**config.mk**
```make
export PLATFORM = sky130hd
export DESIGN_NAME = gtmr_channel
export DESIGN_NICKNAME = d
export VERILOG_FILES = /design/src/rtl/gtmr_pkg.sv /design/src/rtl/gtmr_edge.sv /design/src/rtl/gtmr_prescale.sv /design/src/rtl/gtmr_gate.sv /design/src/rtl/gtmr_channel.sv
export SDC_FILE = /design/constraint.sdc
export NUM_CORES = 1
export LEC_CHECK = 0
export ABC_CLOCK_PERIOD_IN_PS = 5150
export BUFFER_PORTS_ARGS = -buffer_cell sky130_fd_sc_hd__buf_2
export CORE_UTILIZATION = 54
export DETAILED_ROUTE_END_ITERATION = 10
export GPL_ROUTABILITY_DRIVEN = 0
export GPL_TIMING_DRIVEN = 0
export HOLD_SLACK_MARGIN = 0.12
export PLACE_DENSITY = 0.73
export RECOVER_POWER = 100
export SLEW_MARGIN = 0
export SYNTH_ARGS = -nofsm -noshare
export SYNTH_HDL_FRONTEND = slang
export SYNTH_SLANG_ARGS = --single-unit
```
**constraint.sdc**
```tcl
create_clock -name clk -period 5.15 [get_ports clk]
set_input_delay 0 -clock clk [delete_from_list [all_inputs] [get_ports clk]]
set_output_delay 0 -clock clk [all_outputs]
set_load 0.01 [all_outputs]
```
**src/rtl/gtmr_pkg.sv**
```systemverilog
package gtmr_pkg;

    typedef enum logic [1:0] {
        ADDR_COUNT  = 2'd0,
        ADDR_MODE   = 2'd1,
        ADDR_TARGET = 2'd2,
        ADDR_HOLD   = 2'd3
    } addr_e;

    typedef enum logic [1:0] {
        SRC_DIV1   = 2'd0,
        SRC_DIVA   = 2'd1,
        SRC_DIVB   = 2'd2,
        SRC_HBLANK = 2'd3
    } clksel_e;

    typedef enum logic [1:0] {
        GM_LOW   = 2'd0,
        GM_START = 2'd1,
        GM_END   = 2'd2,
        GM_BOTH  = 2'd3
    } gmode_e;

    // control word bits 9:0, MSB first
    typedef struct packed {
        logic    ovf_ie;   // 9
        logic    tgt_ie;   // 8
        logic    enable;   // 7
        logic    zret;     // 6
        gmode_e  gmode;    // 5:4
        logic    gsrc;     // 3  (1 = vblank)
        logic    gate_en;  // 2
        clksel_e csel;     // 1:0
    } mode_t;

    localparam int MODE_W   = 10;
    localparam int TFLAG_B  = 10;
    localparam int OFLAG_B  = 11;
    localparam int GSRC_N   = 2;   // index 0 hblank, 1 vblank

    function automatic logic gate_active(input mode_t m);
        return m.gate_en && !(m.gsrc == 1'b0 && m.csel == SRC_HBLANK);
    endfunction

endpackage

```
**src/rtl/gtmr_edge.sv**
```systemverilog
module gtmr_edge #(
    parameter int N = 2
) (
    input  logic         clk,
    input  logic         rst_n,
    input  logic [N-1:0] lvl,
    output logic [N-1:0] rise,
    output logic [N-1:0] fall
);
    logic [N-1:0] lvl_d, lvl_q;

    always_comb lvl_d = lvl;

    always_ff @(posedge clk or negedge rst_n) begin
        if (!rst_n) lvl_q <= '0;
        else        lvl_q <= lvl_d;
    end

    for (genvar i = 0; i < N; i++) begin : g_edge
        assign rise[i] = lvl[i] & ~lvl_q[i];
        assign fall[i] = ~lvl[i] & lvl_q[i];
    end
endmodule

```
**src/rtl/gtmr_prescale.sv**
```systemverilog
module gtmr_prescale
    import gtmr_pkg::*;
#(
    parameter int DIV_A_LOG2 = 4,
    parameter int DIV_B_LOG2 = 8
) (
    input  logic    clk,
    input  logic    rst_n,
    input  logic    clr,
    input  clksel_e sel,
    input  logic    hb_rise,
    output logic    tick
);
    logic [DIV_B_LOG2-1:0] pre_d, pre_q;

    always_comb begin
        pre_d = clr ? '0 : pre_q + 1'b1;
        unique case (sel)
            SRC_DIV1:   tick = 1'b1;
            SRC_DIVA:   tick = &pre_q[DIV_A_LOG2-1:0];
            SRC_DIVB:   tick = &pre_q;
            SRC_HBLANK: tick = hb_rise;
            default:    tick = 1'b0;
        endcase
    end

    always_ff @(posedge clk or negedge rst_n) begin
        if (!rst_n) pre_q <= '0;
        else        pre_q <= pre_d;
    end
endmodule

```
**src/rtl/gtmr_gate.sv**
```systemverilog
module gtmr_gate
    import gtmr_pkg::*;
(
    input  mode_t             mode,
    input  logic [GSRC_N-1:0] rise,
    input  logic [GSRC_N-1:0] fall,
    output logic              g_reset,
    output logic              g_stop,
    output logic              g_resume
);
    logic r, f;

    always_comb begin
        r        = rise[mode.gsrc];
        f        = fall[mode.gsrc];
        g_reset  = 1'b0;
        g_stop   = 1'b0;
        g_resume = 1'b0;
        if (gate_active(mode)) begin
            unique case (mode.gmode)
                GM_LOW:   begin g_stop = r; g_resume = f; end
                GM_START: g_reset = r;
                GM_END:   g_reset = f;
                GM_BOTH:  g_reset = r | f;
                default:  g_reset = 1'b0;
            endcase
        end
    end
endmodule

```
**src/rtl/gtmr_channel.sv**
```systemverilog
module gtmr_channel
    import gtmr_pkg::*;
#(
    parameter int CW         = 16,
    parameter int DIV_A_LOG2 = 4,
    parameter int DIV_B_LOG2 = 8
) (
    input  logic        clk,
    input  logic        rst_n,
    input  logic        reg_wr,
    input  logic [1:0]  reg_addr,
    input  logic [31:0] reg_wdata,
    output logic [31:0] reg_rdata,
    input  logic        hblank,
    input  logic        vblank,
    output logic        irq
);
    localparam int PAD = 32 - CW;

    typedef struct packed {
        logic [CW-1:0] cnt;
        logic [CW-1:0] tgt;
        logic [CW-1:0] hold;
        mode_t         mode;
        logic          tflag;
        logic          oflag;
        logic          armed;
        logic          run;
        logic          irq;
    } state_t;

    state_t s_d, s_q;

    logic [GSRC_N-1:0] rise, fall;
    logic              tick, g_reset, g_stop, g_resume, mode_wr;
    logic [CW:0]       inc;
    mode_t             wmode;
    logic [CW-1:0]     wval;

    assign wmode   = mode_t'(reg_wdata[MODE_W-1:0]);
    assign wval    = reg_wdata[CW-1:0];
    assign mode_wr = reg_wr && (addr_e'(reg_addr) == ADDR_MODE);

    gtmr_edge #(.N(GSRC_N)) u_edge (
        .clk  (clk),
        .rst_n(rst_n),
        .lvl  ({vblank, hblank}),
        .rise (rise),
        .fall (fall)
    );

    gtmr_prescale #(.DIV_A_LOG2(DIV_A_LOG2), .DIV_B_LOG2(DIV_B_LOG2)) u_pre (
        .clk    (clk),
        .rst_n  (rst_n),
        .clr    (mode_wr),
        .sel    (s_q.mode.csel),
        .hb_rise(rise[0]),
        .tick   (tick)
    );

    gtmr_gate u_gate (
        .mode    (s_q.mode),
        .rise    (rise),
        .fall    (fall),
        .g_reset (g_reset),
        .g_stop  (g_stop),
        .g_resume(g_resume)
    );

    always_comb begin
        s_d     = s_q;
        s_d.irq = 1'b0;
        inc     = {1'b0, s_q.cnt} + 1'b1;
        if (reg_wr) begin
            unique case (addr_e'(reg_addr))
                ADDR_COUNT: begin
                    s_d.cnt   = wval;
                    s_d.armed = !(wval > s_q.tgt);
                end
                ADDR_MODE: begin
                    s_d.mode  = wmode;
                    s_d.tflag = s_q.tflag & ~reg_wdata[TFLAG_B];
                    s_d.oflag = s_q.oflag & ~reg_wdata[OFLAG_B];
                    if (gate_active(wmode)) begin
                        s_d.cnt = '0;
                        s_d.run = 1'b0;
                    end else begin
                        s_d.run = 1'b1;
                    end
                end
                ADDR_TARGET: begin
                    s_d.tgt   = wval;
                    s_d.armed = wval > s_q.cnt;
                end
                ADDR_HOLD: s_d.hold = wval;
                default: s_d.hold = s_q.hold;
            endcase
        end else if (s_q.mode.enable) begin
            if (g_reset) begin
                s_d.cnt   = '0;
                s_d.armed = 1'b1;
                s_d.run   = 1'b1;
            end else if (g_stop) begin
                s_d.run = 1'b0;
            end else if (g_resume) begin
                s_d.run = 1'b1;
            end else if (s_q.run && tick) begin
                if (inc[CW]) begin
                    s_d.cnt   = '0;
                    s_d.armed = 1'b1;
                    if (s_q.mode.ovf_ie) begin
                        s_d.oflag = 1'b1;
                        s_d.irq   = 1'b1;
                    end
                end else if (s_q.armed && (inc[CW-1:0] >= s_q.tgt)) begin
                    if (s_q.mode.tgt_ie) begin
                        s_d.tflag = 1'b1;
                        s_d.irq   = 1'b1;
                        if (s_q.mode.zret) begin
                            s_d.cnt = inc[CW-1:0] - s_q.tgt;
                        end else begin
                            s_d.cnt   = inc[CW-1:0];
                            s_d.armed = 1'b0;
                        end
                    end else begin
                        s_d.cnt   = inc[CW-1:0];
                        s_d.armed = 1'b0;
                    end
                end else begin
                    s_d.cnt = inc[CW-1:0];
                end
            end
        end
    end

    always_ff @(posedge clk or negedge rst_n) begin
        if (!rst_n) begin
            s_q       <= '0;
            s_q.tgt   <= '1;
            s_q.armed <= 1'b1;
            s_q.run   <= 1'b1;
        end else begin
            s_q <= s_d;
        end
    end

    always_comb begin
        unique case (addr_e'(reg_addr))
            ADDR_COUNT:  reg_rdata = {{PAD{1'b0}}, s_q.cnt};
            ADDR_MODE:   reg_rdata = {20'd0, s_q.oflag, s_q.tflag, s_q.mode};
            ADDR_TARGET: reg_rdata = {{PAD{1'b0}}, s_q.tgt};
            ADDR_HOLD:   reg_rdata = {{PAD{1'b0}}, s_q.hold};
            default:     reg_rdata = '0;
        endcase
    end

    assign irq = s_q.irq;

    AST_IRQ_HAS_FLAG: assert property (@(posedge clk) disable iff (!rst_n)
        irq |-> (s_q.tflag || s_q.oflag));
    AST_STOPPED_HOLDS: assert property (@(posedge clk) disable iff (!rst_n)
        (!s_q.mode.enable && !reg_wr) |=> $stable(s_q.cnt));
    AST_WRITE_NO_FLAG: assert property (@(posedge clk) disable iff (!rst_n)
        reg_wr |=> (!$rose(s_q.tflag) && !$rose(s_q.oflag)));
    AST_WRAP_FROM_TOP: assert property (@(posedge clk) disable iff (!rst_n)
        $rose(s_q.oflag) |-> ($past(s_q.cnt) == {CW{1'b1}} && s_q.cnt == '0));
    AST_TARGET_REACHED: assert property (@(posedge clk) disable iff (!rst_n)
        ($rose(s_q.tflag) && !s_q.mode.zret) |-> (s_q.cnt >= s_q.tgt));
    AST_GATE_CLEARS: assert property (@(posedge clk) disable iff (!rst_n)
        (mode_wr && gate_active(wmode)) |=> (s_q.cnt == '0 && !s_q.run));
endmodule

```
==> reports/results.tsv <==
stage	metric	value	unit
placed_design	Post-Place Cells	791	
setup_path	Worst EP arrival	4.99	ns
synthesis	Seq cells post-synth	73	
finish	layout cell share with drive strength beyond 1	18.8	%
synthesis	post-synth cell types	71	
outcome	status	finished, violations left	
synthesis	top cells by area, synth	dfrtp_1, ha_1, dfstp_2, mux2_2, mux4_2	
setup_path	crit path kind	flip-flop to flip-flop	
synthesis	fraction of registers with async set/reset	100	%
clock_tree	CTS buffer count	9	
power	NetSw	0.00119	W
clock_tree	total clock sinks	73	
clock_tree	maximum buffer depth of the clock tree	2	
timing	Rel. slew slack	-74.8	%
synthesis	ys flop type	dfrtp_1	
synthesis	number of flops mapped to enable cells by yosys	0	
synthesis	Synthesis Warnings	0	
finish	Layout Cells excl Fill	829	
timing	final worst path period share	92.7	%
power	PD cells	433	mW/mm²
timing	Hold Fails Final Rpt	0	
finish	final core occ	63.3	%
clock_tree	clock root buffer	clkbuf_8	
outcome	failing checks	capacitance limit, slew limit	
detailed_routing	DR DRC count	0	
floorplanning	Die Y-Extent	105	µm
detailed_routing	DR pass1 iterations	6	
synthesis	post-synthesis cell area	0.00570	mm²
detailed_routing	1st-iter DRT viols	397	
timing	Worst-Margin Slew	2.62	ns
clock_tree	Reg clk slew, reported paths	0.09	ns
setup_path	CP endpoint kind	flip-flop	
global_routing	initial antenna violation count	1	
finish	final non-filler cell area	0.00651	mm²
power	Worst VDD drop	0.198	mV
floorplanning	core area	0.0103	mm²
placed_design	Detail Placement HPWL	12.0	mm
synthesis	Post-Syn Instances	602	
hold_path	HP Class	input pin to flip-flop	
clock_tree	Clock Latency Late Sink	0.38	ns
detailed_routing	DR vias/cell	6.14	
floorplanning	Core Rows	37	
floorplanning	Starting Density	55.4	%
synthesis	Yosys top cell by area	dfrtp_1	
power	Comb power frac	51.7	%
timing	fin. max-slew vios	49	
timing	RSZ-0062 raised after global routing	false	
placed_design	IO buf count	37	
detailed_routing	Routed wire per std cell	19.4	µm
setup_path	crit path max fanout	10	
power	leak pwr	2.91	nW
setup_path	Worst R2R Setup Slack	0.38	ns
floorplanning	die extent in x	105	µm
global_routing	GR Overflow Total	0	
clock_tree	CTS tree	yes	
global_routing	vias in the first global route	5002	
global_routing	gr usage total	31.0	%
placed_design	Placed Instance Area	0.00614	mm²
clock_tree	CTS resizes	0	
detailed_routing	Total Routed Length	16.1	mm
detailed_routing	DR vias	5088	
setup_path	startpoint type of the worst setup path	flip-flop	
power	Internal	0.00163	W
synthesis	Avg Inst Size Synth	9.46	µm²
timing	Sum Neg Setup Slack	0	ns
timing	post-layout min period	4.77	ns
power	switch share	42.3	%
global_routing	first-pass GRT wire length	25.8	mm
global_routing	pin count of the biggest net entering global routing	49	
timing	clk_skew	0.00995	ns
finish	Area Overhead vs Synth	14.3	%
timing	final count of negative-setup-slack endpoints	0	
power	sequential group share of total power	30.6	%
clock_tree	H-tree levels	3	
timing	highest clock rate	210	MHz
power	Clock power frac	17.6	%
detailed_routing	Routed Antenna Nets	0	
floorplanning	full die area	0.0110	mm²
synthesis	Seq/Total Area, Yosys	32.5	%
floorplanning	IO Count	72	
synthesis	Synth top area share	24.2	%
finish	fin nets	777	
run	max cap viols	1	
setup_path	data required time of the worst path	5.37	ns
==> repair_timing <==
| item | in CTS | in global routing |
|---|---|---|
| hold buffers | 21 | 0 |
| hold endpoints to repair | 124 | 0 |
| buffers inserted | 0 | 0 |
==> logic make-up after synthesis <==
logic type	Yosys count	synth area share (%)
mux	54	12.8
fa+ha+maj	51	11.3
other cells	1	0.0658
buf+inv	76	6.11
xor+xnor	32	4.92
simple gates	172	15.0
compound gates	143	17.3
flops	73	32.5
==> power groups by stage <==
| stage | Clock, W | Combinational (W) | Sequential [W] |
|---|---|---|---|
| floorplan | 0 | 0.00112 | 0.000821 |
| global placement | 0 | 0.00138 | 0.000862 |
| detailed placement | 0 | 0.00143 | 0.000869 |
| CTS | 0.000503 | 0.00145 | 0.000859 |
| global route | 0.000524 | 0.00160 | 0.000885 |
| finish | 0.000497 | 0.00146 | 0.000864 |
==> state kept, by name, summed over array words and instances (netlist names) <==
register and cells:
irq 1, u_pre.pre_q 8, s_q 62, u_edge.lvl_q 2
==> area by class of cell <==
cell class              count  area, µm²
diodes                      1       2.50
plain buffers              36        198
clock buffers              11        151
clock inverters             5       62.6
fillers                   899       3770
inverters                  40        150
multi-input cells         468       3550
flip-flops and latches     73       1850
well taps                 136        170
repair buffers             59        374
==> final timing paths <==
check	startpoint	endpoint	depth (start not counted)
max reg2reg	s_q[47]	s_q[56]	14
min	reg_addr[0]	s_q[1]	5
max in group asynchronous	rst_n	s_q[26]	3
min reg2reg	u_pre.pre_q[0]	u_pre.pre_q[0]	1
max	s_q[47]	s_q[56]	14
min in group asynchronous	rst_n	s_q[37]	2
==> stage by stage <==
step	hold slack (ns)	setup slack (ns)	total power, W
2_1_floorplan	-0.296	1.71	0.00194
3_3_place_gp	0.155	0.830	0.00224
3_5_place_dp	-0.0589	0.808	0.00230
4_1_cts	0.206	0.750	0.00281
5_1_grt	0.391	0.223	0.00301
6_report	0.330	0.378	0.00282
==> Yosys cell counts, drive strengths merged (16+ instances only) <==
cell and n:
ha 50, xnor2 21, buf 20, nand2 64, nand3 16, inv 40, a21oi 34, a21o 17
mux2 29, nor2 28, dfstp 18, dfrtp 55, o21ai 40, clkbuf 16
==> critical path, cell delays in order (launching register included) <==
cell and delay [ns]:
dfrtp_1 0.50, nand4_1 0.21, nor3_1 0.79, nand4_1 0.24
xnor2_1 0.28, ha_1 0.33, a21o_1 0.22, a211oi_1 0.34
o211ai_1 0.17, o31ai_2 0.48, nor2_1 0.20, clkbuf_2 0.31
nor4b_1 0.23, o21ai_0 0.21, a22oi_1 0.10
==> metal layers <==
metal	global-route usage [%]	routed length, µm	vias up
li1	-	-	2319
met1	40.8	6680	2447
met2	48.2	7400	261
met3	6.11	1360	61
met4	16.2	615	0
met5	0	0	-
==> placed cells by master, fill, tap and decap left out, drive strengths merged, types with 12 or more instances in the layout <==
cell	count
inv	41
ha	50
mux2i	13
nand3	16
mux4	12
a21o	17
xnor2	21
dlygate4sd3	21
o21ai	40
clkbuf	51
nand2	64
nor2	28
a21oi	34
nand4	13
dfrtp	55
mux2	29
conb	16
buf	34
dfstp	18
Power figures use the tool's default switching activity.
